===== src/rtl/irq_dual_pkg.sv =====
package irq_dual_pkg;

    typedef enum logic {
        CELL_IDLE = 1'b0,
        CELL_PEND = 1'b1
    } cell_state_e;

    localparam int unsigned REG_RAW    = 0;
    localparam int unsigned REG_STATUS = 1;
    localparam int unsigned REG_MASK_A = 2;
    localparam int unsigned REG_MASK_B = 3;
    localparam int unsigned REG_CLEAR  = 4;

endpackage


===== src/rtl/irq_raw_stage.sv =====
module irq_raw_stage #(
    parameter int unsigned         NUM_SRC  = 8,
    parameter logic [NUM_SRC-1:0]  EDGE_SEL = 8'hF0
) (
    input  logic               clk,
    input  logic               rst_n,
    input  logic [NUM_SRC-1:0] src_in,
    input  logic [NUM_SRC-1:0] clr_vec,
    output logic [NUM_SRC-1:0] raw,
    output logic [NUM_SRC-1:0] change
);

    for (genvar i = 0; i < NUM_SRC; i++) begin : g_src
        if (EDGE_SEL[i]) begin : g_edge
            logic held_q;

            always_ff @(posedge clk or negedge rst_n) begin
                if (!rst_n) begin
                    held_q <= 1'b0;
                end else if (src_in[i]) begin
                    held_q <= 1'b1;          // a new event beats a clear
                end else if (clr_vec[i]) begin
                    held_q <= 1'b0;
                end
            end

            assign raw[i]    = held_q;
            assign change[i] = src_in[i] & ~held_q;
        end else begin : g_level
            logic prev_q;

            always_ff @(posedge clk or negedge rst_n) begin
                if (!rst_n) begin
                    prev_q <= 1'b0;
                end else begin
                    prev_q <= src_in[i];
                end
            end

            assign raw[i]    = src_in[i];
            assign change[i] = src_in[i] ^ prev_q;
        end
    end

endmodule


===== src/rtl/irq_status_cell.sv =====
module irq_status_cell
    import irq_dual_pkg::*;
(
    input  logic clk,
    input  logic rst_n,
    input  logic change,
    input  logic armed,
    input  logic clr,
    output logic pending
);

    cell_state_e state_q;
    cell_state_e state_d;
    logic        hit;

    assign hit = change & armed;

    always_ff @(posedge clk or negedge rst_n) begin
        if (!rst_n) begin
            state_q <= CELL_IDLE;
        end else begin
            state_q <= state_d;
        end
    end

    always_comb begin
        state_d = state_q;
        unique case (state_q)
            CELL_IDLE: if (hit)          state_d = CELL_PEND;
            CELL_PEND: if (clr && !hit)  state_d = CELL_IDLE;
            default:                     state_d = CELL_IDLE;
        endcase
    end

    always_comb begin
        pending = (state_q == CELL_PEND);
    end

endmodule


===== src/rtl/irq_regs.sv =====
module irq_regs
    import irq_dual_pkg::*;
#(
    parameter int unsigned NUM_SRC = 8,
    parameter int unsigned ADDR_W  = 3
) (
    input  logic               clk,
    input  logic               rst_n,
    input  logic               wr_en,
    input  logic [ADDR_W-1:0]  wr_addr,
    input  logic [NUM_SRC-1:0] wr_data,
    input  logic [ADDR_W-1:0]  rd_addr,
    input  logic [NUM_SRC-1:0] raw,
    input  logic [NUM_SRC-1:0] status,
    output logic [NUM_SRC-1:0] mask_a,
    output logic [NUM_SRC-1:0] mask_b,
    output logic [NUM_SRC-1:0] clr_vec,
    output logic [NUM_SRC-1:0] rd_data
);

    localparam logic [ADDR_W-1:0] A_RAW    = ADDR_W'(REG_RAW);
    localparam logic [ADDR_W-1:0] A_STATUS = ADDR_W'(REG_STATUS);
    localparam logic [ADDR_W-1:0] A_MASK_A = ADDR_W'(REG_MASK_A);
    localparam logic [ADDR_W-1:0] A_MASK_B = ADDR_W'(REG_MASK_B);
    localparam logic [ADDR_W-1:0] A_CLEAR  = ADDR_W'(REG_CLEAR);

    always_ff @(posedge clk or negedge rst_n) begin
        if (!rst_n) begin
            mask_a <= '0;
            mask_b <= '0;
        end else if (wr_en) begin
            if (wr_addr == A_MASK_A) mask_a <= wr_data;
            if (wr_addr == A_MASK_B) mask_b <= wr_data;
        end
    end

    always_comb begin
        clr_vec = (wr_en && (wr_addr == A_CLEAR)) ? wr_data : '0;
    end

    always_comb begin
        rd_data = '0;
        case (rd_addr)
            A_RAW:    rd_data = raw;
            A_STATUS: rd_data = status;
            A_MASK_A: rd_data = mask_a;
            A_MASK_B: rd_data = mask_b;
            default:  rd_data = '0;
        endcase
    end

endmodule


===== src/rtl/irq_dual_ctrl.sv =====
module irq_dual_ctrl #(
    parameter int unsigned         NUM_SRC  = 8,
    parameter int unsigned         ADDR_W   = 3,
    parameter logic [NUM_SRC-1:0]  EDGE_SEL = 8'hF0
) (
    input  logic               clk,
    input  logic               rst_n,
    input  logic [NUM_SRC-1:0] src_in,
    input  logic               wr_en,
    input  logic [ADDR_W-1:0]  wr_addr,
    input  logic [NUM_SRC-1:0] wr_data,
    input  logic [ADDR_W-1:0]  rd_addr,
    output logic [NUM_SRC-1:0] rd_data,
    output logic               irq_a,
    output logic               irq_b
);

    logic [NUM_SRC-1:0] raw_vec;
    logic [NUM_SRC-1:0] change_vec;
    logic [NUM_SRC-1:0] status_vec;
    logic [NUM_SRC-1:0] mask_a;
    logic [NUM_SRC-1:0] mask_b;
    logic [NUM_SRC-1:0] clr_vec;

    irq_raw_stage #(
        .NUM_SRC  (NUM_SRC),
        .EDGE_SEL (EDGE_SEL)
    ) u_raw (
        .clk     (clk),
        .rst_n   (rst_n),
        .src_in  (src_in),
        .clr_vec (clr_vec),
        .raw     (raw_vec),
        .change  (change_vec)
    );

    for (genvar i = 0; i < NUM_SRC; i++) begin : g_cell
        irq_status_cell u_cell (
            .clk     (clk),
            .rst_n   (rst_n),
            .change  (change_vec[i]),
            .armed   (mask_a[i] | mask_b[i]),
            .clr     (clr_vec[i]),
            .pending (status_vec[i])
        );
    end

    irq_regs #(
        .NUM_SRC (NUM_SRC),
        .ADDR_W  (ADDR_W)
    ) u_regs (
        .clk     (clk),
        .rst_n   (rst_n),
        .wr_en   (wr_en),
        .wr_addr (wr_addr),
        .wr_data (wr_data),
        .rd_addr (rd_addr),
        .raw     (raw_vec),
        .status  (status_vec),
        .mask_a  (mask_a),
        .mask_b  (mask_b),
        .clr_vec (clr_vec),
        .rd_data (rd_data)
    );

    always_comb begin
        irq_a = |(status_vec & mask_a);
        irq_b = |(status_vec & mask_b);
    end

endmodule


===== config.mk =====
export PLATFORM = sky130hd
export DESIGN_NAME = irq_dual_ctrl
export DESIGN_NICKNAME = d
export VERILOG_FILES = /design/src/rtl/irq_dual_pkg.sv /design/src/rtl/irq_raw_stage.sv /design/src/rtl/irq_status_cell.sv /design/src/rtl/irq_regs.sv /design/src/rtl/irq_dual_ctrl.sv
export SDC_FILE = /design/constraint.sdc
export NUM_CORES = 1
export LEC_CHECK = 0
export ABC_CLOCK_PERIOD_IN_PS = 1800
export BUFFER_PORTS_ARGS = -buffer_cell sky130_fd_sc_hd__buf_2
export CAP_MARGIN = 20
export CORE_ASPECT_RATIO = 0.6
export CORE_MARGIN = 2
export CORE_UTILIZATION = 45
export DETAILED_ROUTE_END_ITERATION = 16
export GPL_TIMING_DRIVEN = 1
export PLACE_DENSITY = 0.68
export SLEW_MARGIN = 20
export SYNTH_ARGS = -nofsm -noshare
export SYNTH_HDL_FRONTEND = slang
export SYNTH_SLANG_ARGS = --single-unit

===== constraint.sdc =====
create_clock -name clk -period 1.8 [get_ports clk]
set_input_delay 0.09 -clock clk [delete_from_list [all_inputs] [get_ports clk]]
set_output_delay 0.09 -clock clk [all_outputs]
set_load 0.1 [all_outputs]

==> results of run 1 <==
[cell families (layout without fill, tap and decap cells)]
group | count (synthesis) | count (layout) | share of synthesized area, %
DFF | 32 | 32 | 51.1
and+or+nand+nor | 32 | 32 | 11.9
muxes | 24 | 24 | 23.0
AOI/OAI and AO/OA | 22 | 22 | 10.5
buffers and inverters | 4 | 50 | 1.84
xor gates and xnor gates | 3 | 3 | 1.68
[how the worst max path moves through the flow]
stage / end / slack, ns / cells after the start
after floorplan: irq_a / 0.23 / 2
after global routing: rd_data[0] / -0.0007 / 5
after global placement: rd_data[5] / 0.36 / 4
after detailed placement: rd_data[5] / 0.35 / 4
after CTS: rd_data[0] / 0.05 / 5
final: rd_data[0] / 0.04 / 5
[power groups by stage]
| stage | clock (W) | combinational, W | sequential, W |
|---|---|---|---|
| final | 0.000591 | 0.000629 | 0.000967 |
| after global routing | 0.000651 | 0.000669 | 0.000987 |
| after CTS | 0.000609 | 0.000631 | 0.000964 |
| after detailed placement | 0 | 0.000617 | 0.000978 |
| after global placement | 0 | 0.000604 | 0.000966 |
| after floorplan | 0 | 0.000508 | 0.000929 |
[cell usage after synthesis]
cell       instances  area, um2
dfrtp_1           32        801
buf_6              1       11.3
buf_2              1       5.00
a21oi_1            1       5.00
mux2_2            16        180
nor4bb_1           1       10.0
xnor2_1            3       26.3
nor2b_1            8       50.1
a22oi_1            8       60.1
a21o_1             9       67.6
o22ai_1            1       6.26
nand2_1            8       30.0
mux4_2             8        180
o2bb2ai_1          3       26.3
clkbuf_2           1       5.00
nand4_1            2       12.5
nor3b_1            4       30.0
and4bb_2           1       12.5
nor2_1             7       26.3
buf_4              1       7.51
nand4b_2           1       15.0
[metrics by stage]
stage                TNS (ns)  util [%]  instances
floorplan                   0         -        117
global placement            0      54.3        193
detailed placement          0      54.3        193
CTS                         0      59.6        208
global route        -0.000739      59.8        208
finish                      0      59.8        208
[layout make-up]
type                       count  area [um2]  area share [%]
clock buffer                   7        96.3            4.88
multi-input combinational     81         758            38.4
sequential                    32         801            40.6
tap                           45        56.3            2.85
timing repair buffer          43         263            13.3
[routing by layer]
metal	share of wire, %	track usage (%)	wire length, um
met1	48	30.2	1670
met2	45	26.8	1570
met3	6.2	8.97	218
met4	1.3	5.93	47
met5	0	0	0
[what timing repair did]
action                                 4_1_cts  5_1_grt
hold buffers                                 8        0
resized for setup                            0        3
setup endpoints to repair                    0        2
endpoints found under the hold margin       39        0
[registers in the layout, summed over array words and instances (netlist names)]
name                        count
u_regs.mask_b                   8
u_raw.g_src.g_edge.held_q       4
u_regs.mask_a                   8
g_cell.u_cell.pending           8
u_raw.g_src.g_level.prev_q      4
[cells in the final DEF (no fill, tap or decap), drive strengths merged]
master,count
nand4b,1
a21oi,1
nor2b,8
a22oi,8
nand2,8
and4bb,1
mux4,8
nand4,2
o2bb2ai,3
clkbuf,8
xnor2,3
dfrtp,32
a21o,9
dlygate4sd3,8
nor4bb,1
buf,34
nor2,7
nor3b,4
mux2,16
o22ai,1
==> results, run 1 <==
- The number of core rows is 16.
- The net count of the finished layout is 188.
- The signal on the critical path passes through dlygate4sd3_1 > buf_2 > mux4_2 > nor2b_2 > clkbuf_4.
- TritonCTS built the clock tree.
- The via count of the first global-routing pass was 1,136.
- The worst path in the final design needs a cycle of 1.76 ns, including I/O delays and setup.
- The total overflow reported by the global router is 0.
- Measured along the y axis, the die boundary spans 49.7 um.
- The clock skew after layout is 0.00356 ns.
- The number of post-CTS setup repair buffers is 0.
- Counting every instance in the synthesized netlist gives 117.
- The required time of the critical path is 1.71 ns.
- The number of buffers added by the clock tree synthesis step is 5.
- Across all register-to-register paths, the minimum setup slack is 0.95 ns.
- The number of pins with negative max-slew slack in the final report was 0.
- After detailed routing, the number of remaining DRC violations is 0.
- The switching part of the total power is 34.5%.
- The worst-case hold slack is 0.00917 ns.
- For this run, the slowest stage of the critical path takes 0.54 ns.
- The worst max-slew margin expressed relative to the limit is 51.6%.
- The congestion estimate from routability-driven global placement came to 0.775.
- The total count of hold-check failures in the final report is 0.
- The post-detailed-route count of antenna-violating nets is 0.
- The tool flagged a number of max-cap violations equal to 0.
- The starting density of the core is 47.5%.
- The number of H-tree branching levels is 2.
- For the pin with the worst max-slew slack, the measured transition is 0.726 ns.
- The type of origin of the critical path is an input pin.
- The worst hold path was traced through 2 stages.
- Summing all non-filler instances in the final layout gives an area of 0.00197 mm2.
- The most critical setup path has its startpoint at src_in[0].
- Using the TritonRoute via totals, the vias-per-cell ratio works out to 5.53.
- The clock-pin transition on the worst setup and hold timing paths is 0.06 ns.
- The source of the worst register-to-register timing path is u_regs.mask_a[3].
- The largest individual stage delay along the critical path comes from the cell dlygate4sd3_1.
- The number of different library cells in the post-synthesis netlist is 21.
- Entering global routing, the biggest net connects 33 pins.
- The synthesis-stage register bit count is 32.
- In this run the count of I/O pins placed on the die edge is 35.
- The proportion of power drawn by the clock network is 27.0%.
- The maximum frequency from static timing analysis is 569 MHz.
- Wires add up to 3510 um.
- The dominant delay contributor by cell family on the critical path is buffers and inverters.
- The critical path is of the input pin to output pin type.
- The yosys synthesis warning count is 0.
- Fill cells in the final layout number 291.
- The synthesized area per cell is 13.4 um2.
- The min-delay analysis places its worst path in the category input pin to flip-flop.
- The via total after detailed routing is 1,151.
- The global-route wire length before repair is 5710 um.
- The startpoint identified for the worst hold timing path is src_in[5].
- The worst path meets setup with 0.0433 ns of slack.
- Across the VDD grid, the largest voltage drop is 0.000571 V.
- The post-placement setup slack is 0.349 ns.
- For hold timing, the worst endpoint is u_raw.g_src[5].g_edge.held_q.
- The placed standard-cell area is 0.00179 mm2.
- Clock tree synthesis found a total of 32 sinks.
- The run finished with clean final reports.
- The detailed-routing iteration count for the pre-antenna-repair pass is 4.
- The number of buffer cells added on primary ports is 34.
- The critical path contains buffers and inverters numbering 3 combined.
- Per report_power, the combinational group accounts for 28.8% of the total.
- The net switching power figure is 0.000755 W.
- The post-route netlist has 46.6% of its cells at a drive strength greater than 1.
- After the first detailed-routing iteration, the DRC count stood at 124.
- The die covers 0.00399 mm2.
- The width of the chip is 80.2 um.
- For this design the static power due to leakage is 0.854 nW.
- Dividing the detail-routed wire length by the instance count gives 16.9 um.
- The number of antenna violations at the first check in global routing was 0.
- The number of antenna cells inserted is 0.
- The final setup violation count is 0.
- The internal power consumption is 0.00143 W.
- The cell area after technology mapping is 0.00157 mm2.
- The estimated wirelength of the detail-placed design is 2510 um.
- Measured in cells, the most critical reg-to-reg path has a length of 3.
- The number of nets in the synthesized netlist is 142.
- The layout-stage area growth over the synthesis result is 25.9%.
- The arrival time of the worst setup path is 1.67 ns.
- The worst setup path is captured at an output pin.
- After layout, the worst path uses 97.6% of the clock period.
- Global routing used 20.4% of the available tracks across all layers.
- The core region is 0.00330 mm2.
- In this run, flip-flops and latches consume 44.2% of the power.
- The areal power density over the cells is 1110 mW/mm2.
- The clock root buffer is clkbuf_8.
- The design draws 0.00219 W.
- The worst-path maximum fanout is 3.
- The sequential share of the synthesized area is 51.1%.
- In this run the critical register-to-register path is captured at g_cell[3].u_cell.pending.
- The maximum number of buffers from clock root to sink is 2.
- The insertion delay of the later-clocked pin in the worst-skew pair is 0.29 ns.
Power figures use the tool's default switching activity.
==> inputs of run 2 (changes only) <==
--- a/config.mk
+++ b/config.mk
@@ -5,7 +5,7 @@
 export SDC_FILE = /design/constraint.sdc
 export NUM_CORES = 1
 export LEC_CHECK = 0
-export ABC_CLOCK_PERIOD_IN_PS = 1800
+export ABC_CLOCK_PERIOD_IN_PS = 1400
 export BUFFER_PORTS_ARGS = -buffer_cell sky130_fd_sc_hd__buf_2
 export CAP_MARGIN = 20
 export CORE_ASPECT_RATIO = 0.6
@@ -13,7 +13,7 @@
 export CORE_UTILIZATION = 45
 export DETAILED_ROUTE_END_ITERATION = 16
 export GPL_TIMING_DRIVEN = 1
-export PLACE_DENSITY = 0.68
+export PLACE_DENSITY = 0.71
 export SLEW_MARGIN = 20
 export SYNTH_ARGS = -nofsm -noshare
 export SYNTH_HDL_FRONTEND = slang
==> constraint.sdc (replaced) <==
create_clock -name clk -period 1.4 [get_ports clk]
set_input_delay 0.07 -clock clk [delete_from_list [all_inputs] [get_ports clk]]
set_output_delay 0.07 -clock clk [all_outputs]
set_load 0.1 [all_outputs]
==> run 2 against run 1 <==
  * Count of clock-buffer cells in the layout shrank 1
  * Die area is the same
  * The run now ends with setup timing left
  * Core utilization grew 13 points
==> results, run 2 (synthesis gave the netlist of run 1 again) <==
- The largest vdd supply drop came to 0.000674 V (was 0.000571 V).
- The layout-stage area growth over the synthesis result was 54.1% (was 25.9%).
- Result of the run: finished, violations left (was complete, no violations).
- The worst min-delay path category is input pin to flip-flop (unchanged).
- The number of remaining DRC errors is 0 (unchanged).
- The checks that failed: setup timing.
- The routability congestion estimate is 0.810 (was 0.775).
- The arrival time of the worst setup path is 1.48 ns (was 1.67 ns).
- The required time of the critical path came to 1.33 ns (was 1.71 ns).
- The number of clock sinks is 32 (unchanged).
- The number of buffers and inverters on the critical path is 1 (was 3).
- The post-placement setup slack was 0.0525 ns (was 0.349 ns).
- The final setup violation count was 10 (was 0).
- The largest net degree at the start of global routing came to 33 (unchanged).
- The number of antenna cells inserted is 0 (unchanged).
- The via count of the first global-routing pass is 1,386 (was 1,136).
- The CTS tree was done (unchanged).
- The combinational group share of total power is 42.9% (was 28.8%).
- The width of the chip is 80.2 um (unchanged).
- The routed length per placed instance came to 17.6 um (was 16.9 um).
- The global-route wire length before repair was 7030 um (was 5710 um).
- The via total after detailed routing came to 1,275 (was 1,151).
- The post-detailed-route count of antenna-violating nets is 0 (unchanged).
- The actual transition at the worst max-transition pin is 0.715 ns (was 0.726 ns).
- The fraction of layout instances using a drive strength above 1 was 57.2% (was 46.6%).
- The total count of hold-check failures in the final report is 0 (unchanged).
- The estimated wirelength of the detail-placed design is 2830 um (was 2510 um).
- The areal power density over the cells came to 1330 mW/mm2 (was 1110 mW/mm2).
- The number of antenna violations at the first check in global routing is 0 (unchanged).
- The clock skew after layout came to 0.00837 ns (was 0.00356 ns).
- The number of buffer cells added on primary ports was 34 (unchanged).
- The depth of the worst register-to-register path is 3 (unchanged).
- The die area is 0.00399 mm2 (unchanged).
- Critical path cell sequence: mux4_2 > nor2b_4 > buf_12 (was dlygate4sd3_1 > buf_2 > mux4_2 > nor2b_2 > clkbuf_4).
- The worst-case hold slack is 0.0321 ns (was 0.00917 ns).
- The final routed wirelength across all metal layers was 4220 um (was 3510 um).
- Most frequent cells in the layout: dfrtp_1 (32), buf_4 (28), buf_2 (24), mux2_2 (16) (was dfrtp_1 (32), buf_2 (32), mux2_2 (16), a21o_1 (9)).
- The multi-input logic area was 828 um2 (was 758 um2).
- The worst-case setup margin in the final layout came to -0.148 ns (was 0.0433 ns).
- The type of the setup path with the least slack is flip-flop to output pin (was input pin to output pin).
- The proportion of power drawn by the clock network is 21.2% (was 27.0%).
- The number of top-level pins is 35 (unchanged).
- The post-route core utilization came to 73.1% (was 59.8%).
- The fill cell total of the finished layout is 237 (was 291).
- Setup repair after global routing could not meet its margin everywhere.
- The insertion delay of the later-clocked pin in the worst-skew pair was 0.29 ns (about the same).
- The clock root buffer is clkbuf_8 (unchanged).
- The number of pins with negative max-slew slack in the final report was 0 (unchanged).
- The number of buffers added by the clock tree synthesis step is 5 (unchanged).
- The critical path depth in cells is 3 (was 5).
- The worst-path maximum fanout was 2 (was 3).
- The cell depth of the worst hold path is 2 (unchanged).
- The worst path uses 111% of the clock period.
- The starting density of the core is 47.5% (unchanged).
- The type of origin of the critical path is a flip-flop (was input pin).
- The post-route standard cell area excluding fillers is 0.00242 mm2 (was 0.00197 mm2).
- The internal power consumption is 0.00210 W (was 0.00143 W).
- Counting I/O delays and the setup requirement, the final critical path takes 1.55 ns.
- The maximum frequency from static timing analysis is 646 MHz.
- The reported leakage power came to 1.08 nW (was 0.854 nW).
- The number of core rows is 16 (unchanged).
- The most common library cell in the layout ignoring fill and taps is dfrtp_1.
- The combined global-route utilization of all metal layers is 24.9% (was 20.4%).
- The maximum number of buffers from clock root to sink was 2 (unchanged).
- The placeable core region is 0.00330 mm2 (unchanged).
- The worst max-slew margin expressed relative to the limit came to 52.4% (was 51.6%).
- The placed standard-cell area is 0.00203 mm2 (was 0.00179 mm2).
- The first-iteration detailed-routing DRC count is 97 (was 124).
- The detailed-routing iteration count for the pre-antenna-repair pass is 4 (unchanged).
- The number of H-tree branching levels is 2 (unchanged).
- The proportion of power drawn by flip-flops and latches is 35.9% (was 44.2%).
- The register area is 801 um2 (unchanged).
- The via density per instance is 5.33 (was 5.53).
- The height of the chip is 49.7 um (unchanged).
- The slowest cell on the critical path is mux4_2 (was dlygate4sd3_1).
- The final net count is 219 (was 188).
- The clock-pin transition on the worst setup and hold timing paths is 0.07 ns (was 0.06 ns).
- The total overflow reported by the global router is 0 (unchanged).
- The number of max-cap violations is 0 (unchanged).
- The dominant delay contributor by cell family on the critical path was multiplexers (was buffers and inverters).
- The capturing element type of the critical path is an output pin (unchanged).
- The maximum cell stage delay along the critical path came to 0.48 ns (was 0.54 ns).
- The switching part of the total power is 34.6% (was 34.5%).
- The net switching power figure is 0.00111 W (was 0.000755 W).
[run 2: changes by cell type in the layout (fill, tap and decap cells not counted), moves of 6 or more]
cell	before	now
nor2b_2	8	0
buf_4	2	28
a22oi_1	8	2
buf_2	32	24
a22oi_2	0	6
nor2b_4	0	8
buf_12	0	9
[run 2: repair_timing]
action	in CTS	in global routing
buffers inserted	5	0
gates cloned	0	0
pin swaps	5	0
hold endpoints to repair	40	0
resized for setup	47	0
endpoints found under the setup margin	10	10
hold buffers	9	0
[run 2: layout make-up]
cell class | instances | share of cell area [%]
clock inverters | 1 | 0.207
multi-input cells | 81 | 34.3
flip-flops and latches | 32 | 33.1
well taps | 45 | 2.33
repair buffers | 74 | 27.0
clock buffers | 6 | 3.00
[run 2: path summary, 6_finish.rpt]
| path | slack (ns) | start | endpoint |
|---|---|---|---|
| max | -0.15 | u_regs.mask_b[6] | rd_data[6] |
| min | 0.03 | wr_data[6] | u_regs.mask_b[6] |
| max reg2reg | 0.39 | u_regs.mask_a[0] | u_regs.mask_a[0] |
| min reg2reg | 0.57 | u_raw.g_src[2].g_level.prev_q | g_cell[2].u_cell.pending |
| max in group asynchronous | 0.57 | rst_n | u_regs.mask_b[5] |
| min in group asynchronous | 0.36 | rst_n | u_raw.g_src[1].g_level.prev_q |
[run 2: power by group through the flow]
stage	registers [W]	clock network, W	logic (W)
6_report	0.00115	0.000681	0.00138
5_1_grt	0.00117	0.000739	0.00146
3_5_place_dp	0.00117	0	0.00113
3_3_place_gp	0.00116	0	0.00111
4_1_cts	0.00115	0.000691	0.00136
2_1_floorplan	0.00119	0	0.000683
[run 2: routing by layer]
layer / GRT usage (%) / vias to the layer above / share of wire [%]
met5: 0 / - / 0
met4: 9.04 / 0 / 1.3
met3: 6.41 / 5 / 6.0
met2: 38.2 / 45 / 47
met1: 34.5 / 633 / 45
li1: - / 592 / -
[run 2: per-stage QoR]
step           setup TNS (ns)  instances  power (W)
2_1_floorplan          -0.373        117    0.00188
3_3_place_gp                0        218    0.00226
3_5_place_dp                0        218    0.00230
4_1_cts                 -1.30        239    0.00320
5_1_grt                 -1.73        239    0.00337
6_report                -1.22        239    0.00321
